==> config.mk <==
export PLATFORM = sky130hd
export DESIGN_NAME = svpwm_gate_gen
export DESIGN_NICKNAME = d
export VERILOG_FILES = /design/src/rtl/svpwm_pkg.sv /design/src/rtl/svpwm_sector.sv /design/src/rtl/svpwm_dwell.sv /design/src/rtl/svpwm_gate_gen.sv
export SDC_FILE = /design/constraint.sdc
export NUM_CORES = 1
export LEC_CHECK = 0
export ABC_AREA = 1
export BUFFER_PORTS_ARGS = -buffer_cell sky130_fd_sc_hd__buf_2
export CAP_MARGIN = 20
export CORE_MARGIN = 2
export CORE_UTILIZATION = 35
export CTS_BUF_LIST = sky130_fd_sc_hd__clkbuf_4 sky130_fd_sc_hd__clkbuf_8
export DETAILED_ROUTE_END_ITERATION = 10
export GPL_TIMING_DRIVEN = 0
export PLACE_DENSITY = 0.58
export SLEW_MARGIN = 30
export SYNTH_ARGS = -nofsm -noshare
export SYNTH_HDL_FRONTEND = slang
export SYNTH_SLANG_ARGS = --single-unit
==> constraint.sdc <==
create_clock -name clk -period 3.7 [get_ports clk]
set_clock_uncertainty 0.1 [all_clocks]
set_input_delay 0.74 -clock clk [delete_from_list [all_inputs] [get_ports clk]]
set_output_delay 0.74 -clock clk [all_outputs]
set_load 0.02 [all_outputs]
==> src/rtl/svpwm_pkg.sv <==
`timescale 1ns/1ps
package svpwm_pkg;

    // steps per 60-degree sector, as a power of two
    localparam int SUB_BITS  = 4;
    localparam int SUB_STEPS = 1 << SUB_BITS;
    localparam int SECTORS   = 6;
    // sine samples are fractions of 2^SIN_W
    localparam int SIN_W     = 8;

    typedef logic [2:0] sector_t;

    // sin(k * 60deg / SUB_STEPS) scaled by 2^SIN_W, k = 0..SUB_STEPS
    function automatic logic [SIN_W-1:0] sin_step(input logic [SUB_BITS:0] k);
        logic [SIN_W-1:0] v;
        case (k)
            5'd0:    v = 8'd0;
            5'd1:    v = 8'd17;
            5'd2:    v = 8'd33;
            5'd3:    v = 8'd50;
            5'd4:    v = 8'd66;
            5'd5:    v = 8'd82;
            5'd6:    v = 8'd98;
            5'd7:    v = 8'd113;
            5'd8:    v = 8'd128;
            5'd9:    v = 8'd142;
            5'd10:   v = 8'd156;
            5'd11:   v = 8'd169;
            5'd12:   v = 8'd181;
            5'd13:   v = 8'd192;
            5'd14:   v = 8'd203;
            5'd15:   v = 8'd213;
            default: v = 8'd222;
        endcase
        return v;
    endfunction

endpackage

==> src/rtl/svpwm_sector.sv <==
`timescale 1ns/1ps
module svpwm_sector
    import svpwm_pkg::*;
#(
    parameter int ANG_W = 7
) (
    input  logic [ANG_W-1:0]    angle_i,
    output sector_t             sector_o,
    output logic [SUB_BITS-1:0] step_o
);

    localparam int FULL_TURN = SECTORS * SUB_STEPS;

    logic [ANG_W-1:0] wrapped;
    logic [2:0]       passed;

    always_comb begin
        wrapped = ANG_W'(int'(angle_i) % FULL_TURN);
        passed  = 3'd0;
        for (int i = 1; i < SECTORS; i++) begin
            if (int'(wrapped) >= i * SUB_STEPS) begin
                passed = passed + 3'd1;
            end
        end
        sector_o = passed + 3'd1;
        step_o   = wrapped[SUB_BITS-1:0];
    end

endmodule

==> src/rtl/svpwm_dwell.sv <==
`timescale 1ns/1ps
module svpwm_dwell
    import svpwm_pkg::*;
#(
    parameter int M_W      = 8,
    parameter int RAMP_TOP = 64,
    parameter int CNT_W    = 7
) (
    input  logic [M_W-1:0]           mindex_i,
    input  sector_t                  sector_i,
    input  logic [SUB_BITS-1:0]      step_i,
    output logic [2:0][CNT_W-1:0]    on_o
);

    localparam int M_MAX_I = (866 * (1 << M_W) + 500) / 1000;
    localparam logic [M_W-1:0] M_MAX = M_W'(M_MAX_I);
    localparam int PW = M_W + SIN_W + CNT_W + 1;

    logic [M_W-1:0]   m_sat;
    logic [PW-1:0]    prod_lead;
    logic [PW-1:0]    prod_lag;
    logic [CNT_W-1:0] t_lead;
    logic [CNT_W-1:0] t_lag;
    logic [CNT_W-1:0] t_zero;
    logic [CNT_W-1:0] half_z;
    logic [CNT_W-1:0] both;

    always_comb begin
        m_sat     = (mindex_i > M_MAX) ? M_MAX : mindex_i;
        prod_lead = PW'(m_sat)
                  * PW'(sin_step(5'(SUB_STEPS) - {1'b0, step_i}))
                  * PW'(RAMP_TOP);
        prod_lag  = PW'(m_sat) * PW'(sin_step({1'b0, step_i})) * PW'(RAMP_TOP);
        t_lead    = CNT_W'(prod_lead >> (M_W + SIN_W));
        t_lag     = CNT_W'(prod_lag >> (M_W + SIN_W));
        t_zero    = CNT_W'(RAMP_TOP) - t_lead - t_lag;
        half_z    = t_zero >> 1;
        both      = t_lead + t_lag + half_z;
        case (sector_i)
            3'd1:    on_o = {half_z, t_lag + half_z, both};
            3'd2:    on_o = {half_z, both, t_lead + half_z};
            3'd3:    on_o = {t_lag + half_z, both, half_z};
            3'd4:    on_o = {both, t_lead + half_z, half_z};
            3'd5:    on_o = {both, half_z, t_lag + half_z};
            default: on_o = {t_lead + half_z, half_z, both};
        endcase
    end

endmodule

==> src/rtl/svpwm_gate_gen.sv <==
`timescale 1ns/1ps
module svpwm_gate_gen
    import svpwm_pkg::*;
#(
    parameter int ANG_W    = 7,
    parameter int M_W      = 8,
    parameter int RAMP_TOP = 64
) (
    input  logic             clk,
    input  logic             rst_n,
    input  logic [ANG_W-1:0] angle_i,
    input  logic [M_W-1:0]   mindex_i,
    output logic [2:0]       gate_hi_o,
    output logic [2:0]       gate_lo_o,
    output logic [2:0]       sector_o
);

    localparam int CNT_W = $clog2(RAMP_TOP + 1);

    typedef struct packed {
        logic [CNT_W-1:0]        ramp;
        logic                    down;
        logic [2:0][CNT_W-1:0]   cmp;
        sector_t                 sector;
        logic [2:0]              hi;
        logic [2:0]              lo;
    } state_t;

    state_t                state_d, state_q;
    sector_t               sector_c;
    logic [SUB_BITS-1:0]   step_c;
    logic [2:0][CNT_W-1:0] on_c;
    logic                  at_bound;

    svpwm_sector #(.ANG_W(ANG_W)) u_sector (
        .angle_i  (angle_i),
        .sector_o (sector_c),
        .step_o   (step_c)
    );

    svpwm_dwell #(.M_W(M_W), .RAMP_TOP(RAMP_TOP), .CNT_W(CNT_W)) u_dwell (
        .mindex_i (mindex_i),
        .sector_i (sector_c),
        .step_i   (step_c),
        .on_o     (on_c)
    );

    always_comb begin
        state_d  = state_q;
        at_bound = state_q.down && (state_q.ramp == '0);
        if (!state_q.down) begin
            if (state_q.ramp == CNT_W'(RAMP_TOP - 1)) begin
                state_d.down = 1'b1;
            end else begin
                state_d.ramp = state_q.ramp + 1'b1;
            end
        end else begin
            if (state_q.ramp == '0) begin
                state_d.down = 1'b0;
            end else begin
                state_d.ramp = state_q.ramp - 1'b1;
            end
        end
        if (at_bound) begin
            for (int i = 0; i < 3; i++) begin
                state_d.cmp[i] = CNT_W'(RAMP_TOP) - on_c[i];
            end
            state_d.sector = sector_c;
        end
        for (int i = 0; i < 3; i++) begin
            state_d.hi[i] = (state_d.ramp >= state_d.cmp[i]);
        end
        state_d.lo = ~state_d.hi;
    end

    always_ff @(posedge clk or negedge rst_n) begin
        if (!rst_n) begin
            state_q.ramp   <= '0;
            state_q.down   <= 1'b0;
            state_q.cmp    <= {3{CNT_W'(RAMP_TOP)}};
            state_q.sector <= 3'd1;
            state_q.hi     <= 3'b000;
            state_q.lo     <= 3'b111;
        end else begin
            state_q <= state_d;
        end
    end

    assign gate_hi_o = state_q.hi;
    assign gate_lo_o = state_q.lo;
    assign sector_o  = state_q.sector;

endmodule

==> After elaboration in Yosys (flattened, before gate mapping) <==
Memories as Yosys holds them, arrays and structs flattened.
Index checks and enable logic that the tools add are counted.
{ "op_classes": {"n_reduce_logical": 2, "mul": 2, "mux": 14, "magnitude_cmp": 9, "addsub": 17, "n_eq_ne": 6, "n_bitwise": 1, "div": 1} }
{ "op_table": {"columns": ["op", "count"], "rows": [
  ["one-hot mux 21 bit (5 select lines)", 1],
  ["remainder unit 8 x 8 -> 32 bit (second input constant)", 1],
  ["multiplier 8 x 8 -> 16 bit", 2],
  ["2-to-1 mux 24 bit", 1],
  ["2-to-1 mux 8 bit", 3],
  ["adder 6 x 6 -> 7 bit", 3],
  ["greater-or-equal comparator 7 bit", 3],
  ["subtractor 7 bit (first input constant)", 3],
  ["greater-or-equal comparator 7 x 6 -> 1 bit (second input constant)", 2],
  ["greater-or-equal comparator 7 bit (second input constant)", 2],
  ["2-to-1 mux 7 bit", 2],
  ["adder 3 x 1 -> 3 bit (second input constant)", 4],
  ["2-to-1 mux 3 bit", 4],
  ["> comparator 8 bit (second input constant)", 1],
  ["adder 7 x 1 -> 7 bit (second input constant)", 1],
  ["adder 7 x 6 -> 7 bit", 1],
  ["equality test 7 x 6 -> 1 bit (second input constant)", 1],
  ["greater-or-equal comparator 7 x 5 -> 1 bit (second input constant)", 1],
  ["logical NOT 7 bit", 1],
  ["subtractor 7 x 1 -> 7 bit (second input constant)", 1],
  ["subtractor 7 x 6 -> 7 bit", 1],
  ["subtractor 7 x 6 -> 7 bit (first input constant)", 1],
  ["equality test 3 x 2 -> 1 bit (second input constant)", 2],
  ["equality test 3 bit (second input constant)", 2],
  ["other kinds (6)", 8]
]} }
{ "word_totals": {"reg_bits": 38, "out_inout_bits": 9, "in_bits": 17, "memories": 2, "rom_bits": 256} }
{ "memory_table": {"columns": ["name", "words", "word_bits", "rd", "rd_ports_with_merged_regs", "wr", "line_no", "source"], "rows": [
  ["(no name shown)", 16, 8, 1, 0, 0, "svpwm_pkg.sv:16", "case (k)"],
  ["(no name shown)", 16, 8, 1, 0, 0, "svpwm_pkg.sv:16", null]
]} }

==> Logic depth before layout (Yosys ltp) <==
{ "logic_depth": {"ltp_word": 18, "ltp_mapped": 61, "ltp_nobuf": 60} }

==> Cells and area by module <==
A second synthesis with hierarchy kept.
{ "unflattened": {"hier_cells": 1279, "hier_area_um2": 9057.4} }
{ "by_module_without_submodules": {"columns": ["module", "seq_area_each_um2", "cells_per_inst", "area_per_inst_um2", "instances"], "rows": [
  ["svpwm_dwell", 0.0, 886, 6159.7, 1],
  ["svpwm_gate_gen", 959.7, 324, 2527.4, 1],
  ["svpwm_sector", 0.0, 69, 370.4, 1]
]} }

==> Worst setup path after synthesis <==
OpenSTA, ideal clock, no wires.
{ "synth_timing": {"path_type": "in2reg", "startpoint": "input port angle_i[2]", "endpoint": "register state_q (netlist bit gate_hi_o[1])", "path_buffers": 1, "arrival_time_ns": 9.602, "cell_stages": 48, "required_time_ns": 3.485, "setup_slack_ns": -6.117, "cell_sequence": "buf_2 inv_1 ha_1 nand2_2 nand2_2 nand2_2 inv_1 nor2_1 nor3_1 inv_1 nand2_1 inv_1 fa_1 fa_1 fa_1 inv_1 fa_1 inv_1 [... 12 more ...] inv_1 fa_1 o21ai_0 xor2_1 o22ai_1 a211oi_1 nand2_1 o21ai_1 nand2_1 nand2_1 nand2_1 nand2_1 nand2_1 ha_1 a21oi_1 o21a_1 and3_1 inv_1"} }
{ "synth_rtl": {"columns": ["element", "line_no", "source"], "rows": [
  ["start: declaration", "svpwm_gate_gen.sv:11", "input logic [ANG_W-1:0] angle_i,"],
  ["end signal: assignment", "svpwm_gate_gen.sv:85", "state_q <= state_d;"],
  ["end: declaration", "svpwm_gate_gen.sv:29", "state_t state_d, state_q;"]
]} }

==> summary.md <==
| Metric | Value |
|---|---|
| CTS Sinks | 38 |
| Worst Setup Slack, final | -5.619 ns |
| CP max FO | 5 |
| Outcome | finished with violations |
| WP data arrival | 9.42 ns |
| Starting Density | 0.3554 |
| Core ar. | 25040 µm² |
| Clk buf depth | 2 |
| DRT iter0 DRCs | 407 |
| Dpl cells | 1598 |
| Routed vias | 8180 |
| Yosys top cell by area | ha_1 |
| Max cap viols | 0 |
| IO Port Bufs | 23 |
| Ant diodes | 0 |
| Setup crit end kind | register |
| Reg2Reg Setup Slack | 0.14 ns |
| Hold WC Path Type | input port to async pin |
| Hpwl dp | 18520 µm |
| Setup TNS | -125.32 ns |
| Initial antenna violation count | 0 |
| FP Rows | 58 |
| Total grt overflow | 0 |
| Failing checks | negative setup slack |
| Top cell type's share of synthesized area | 0.1898 |
| CTS root buffer | clkbuf_8 |
| Reg-to-Reg End | gate_hi_o[1]$_DFF_PN0_ |
| Fmax | 0.1073 GHz |
| Mapped cell area | 8897 µm² |
| Clock transition at path regs | 0.07 ns |
| Drt wl/cell | 14.05 µm |
| Synth unique cells | 55 |
| Yosys reg bits | 38 |
| Reg2reg path depth | 14 |
| Die Area | 26710 µm² |
| Highest routed layer | met4 |
| Die Span Y | 163.4 µm |
| Final min period | 9.319 ns |
| Clock latency on the worst-skew pair | 0.30 ns |
| Antenna-violating nets left | 0 |
| Largest net degree at the start of global routing | 39 |
| Syn_nets | 1477 |
| FF/Latch Area | 959.7 µm² |
| I/O pins | 26 |
| Fin cells | 1707 |
| Filler Cell Count | 2528 |
| Hold buffers post-CTS | 0 |
| CP max stage delay | 0.58 ns |
| Area of the multi-input gates | 7985 µm² |
| Final setup viols | 27 |
| CP required | 3.80 ns |
| Asr flop ratio synth | 1.000 |
| Pre-CTS setup slack | -7.319 ns |
| DR vias/cell | 4.792 |
| Post-Synthesis Cells | 1245 |
| Layout Nets | 1608 |
| R2R Path Start | state_q[31]$_DFF_PN0_ |
| Vias in the first global route | 8329 |
| Die X | 163.4 µm |
| Final Cycle Share | 2.519 |
| Synth Flop Type | dfrtp_1 |
| Fin. max-slew vios | 0 |
| Hold Slack | 0.2990 ns |
| Synth warn | 0 |
| Synthesized area per cell | 7.146 µm² |
| Crit Path Class | input port to register |
| EDFF count, synth | 0 |
| Share of layout cells above drive strength 1 | 0.3355 |
| First-pass GRT wire length | 40470 µm |
| Drt pass-1 iters | 5 |
| RePlAce Congestion | 0.9127 |
| Sequential share of the synthesized area | 0.1079 |
| Relative slew slack | 0.4127 |
| RSZ-0062 raised after global routing | yes |
| Hold Fails Final Rpt | 0 |
| Worst path slowest cell | fa_1 |
| Worst Setup Start Kind | input port |
| GRT Overall Usage | 0.1863 |
| WL final | 23980 µm |
| CTS tree | built |
| Residual DRC | 0 |
| CTS buffer count | 5 |
| Most used cell, CP | inv_2 |
| Routed wl met3 | 527 µm |
| Met1 wire length | 10910 µm |
| Top cells by area, synth | ha_1 (19%), fa_1 (18%), nand2_1 (11%) |
| H-Tree Depth | 2 |
| Measured slew at the worst slew-check pin | 0.8810 ns |
| DR WL met2 | 12180 µm |
| Area delta synth->final | 31.23% |
[cell usage after synthesis, drive strengths merged, types with 2 or more instances]
library cell / instances
xor2: 26
nand3: 63
and2: 4
a211oi: 4
ha: 135
a22oi: 5
inv: 274
o21a: 3
dfstp: 7
a21oi: 53
o211ai: 4
o22ai: 8
a221oi: 3
or2: 10
clkbuf: 6
nor2: 133
nand4: 13
xnor2: 11
and3: 3
nand2: 280
dfrtp: 31
o31ai: 2
buf: 16
fa: 80
a21o: 3
o21ai: 44
nor3: 8
a31oi: 3
o21bai: 5
[sequential cells by signal, indices dropped and copies added, names as in the netlist]
signal / count
gate_lo_o: 3
sector_o: 3
gate_hi_o: 3
state_q: 29
[layer usage]
layer / vias up / track usage
li1: 4126 / -
met1: 3916 / 0.2392
met2: 109 / 0.3422
met3: 29 / 0.01219
met4: 0 / 0.03982
met5: - / 0
[kinds of logic (layout without fill, tap and decap cells)]
family	Yosys count	in the layout	share of synthesized area
and+or+nand+nor	517	517	0.2568
adders and majority gates	215	215	0.3698
buffers and inverters	297	429	0.1309
xor gates and xnor gates	37	37	0.03727
DFF	38	38	0.1079
AOI/OAI and AO/OA	141	141	0.09732
[layout by cell type, fill, tap and decap left out, types with 6 or more instances in the layout]
master	n
fa_1	74
nor2_4	15
inv_2	57
o21ai_0	19
clkbuf_8	6
nand4_1	13
nor3_1	6
inv_1	207
buf_6	14
dfstp_2	7
a21oi_1	35
nor2_1	100
xnor2_2	6
nand3_2	17
ha_1	107
buf_2	21
nand2_1	227
fa_2	6
a21oi_2	15
or2_2	10
xor2_2	8
ha_4	27
buf_4	101
nand2_4	8
xor2_1	12
nand2_2	45
xor2_4	6
nor2_2	18
nand3_1	41
dfrtp_1	31
o21ai_2	17
[area by class of cell]
| type | instances | share of cell area |
|---|---|---|
| Clock inverter | 2 | 0.005144 |
| Timing Repair Buffer | 124 | 0.08123 |
| Tap cell | 330 | 0.03536 |
| Multi-Input combinational cell | 910 | 0.6839 |
| Inverter | 275 | 0.09194 |
| Buffer | 22 | 0.01318 |
| Sequential cell | 38 | 0.08219 |
| Clock buffer | 6 | 0.007072 |
[critical path: cells and delay by family]
kind / cells / cell delay [ns]
buf+inv: 14 / 0.79
compound gates: 8 / 1.42
xor+xnor: 3 / 0.66
fa+ha+maj: 13 / 4.89
simple gates: 8 / 0.92
[worst max-delay path by stage]
stage	slack, ns	start	endpoint	depth (start not counted)
2_1_floorplan	-5.49	angle_i[1]	gate_hi_o[1]$_DFF_PN0_	51
3_5_place_dp	-7.32	mindex_i[7]	gate_hi_o[1]$_DFF_PN0_	46
3_3_place_gp	-7.24	mindex_i[7]	gate_hi_o[1]$_DFF_PN0_	44
5_1_grt	-6.02	angle_i[1]	gate_hi_o[1]$_DFF_PN0_	49
6_report	-5.62	angle_i[1]	gate_hi_o[1]$_DFF_PN0_	46
4_1_cts	-5.57	angle_i[1]	gate_hi_o[0]$_DFF_PN0_	56
[stage by stage]
step,util,instance area [µm²]
floorplan,-,9249
global placement,0.3905,9777
detailed placement,0.3905,9777
CTS,0.4463,11170
global route,0.4664,11680
finish,0.4664,11680
[timing repair]
action,in CTS,in global routing
pin swaps,118,69
gates resized for setup,158,89
buffers inserted,78,23
gates cloned,0,0
setup endpoints to repair,28,28
Power is left out: the tool's default activity adds up to more than one toggle a clock period on the data nets, which glitch-free logic cannot reach.
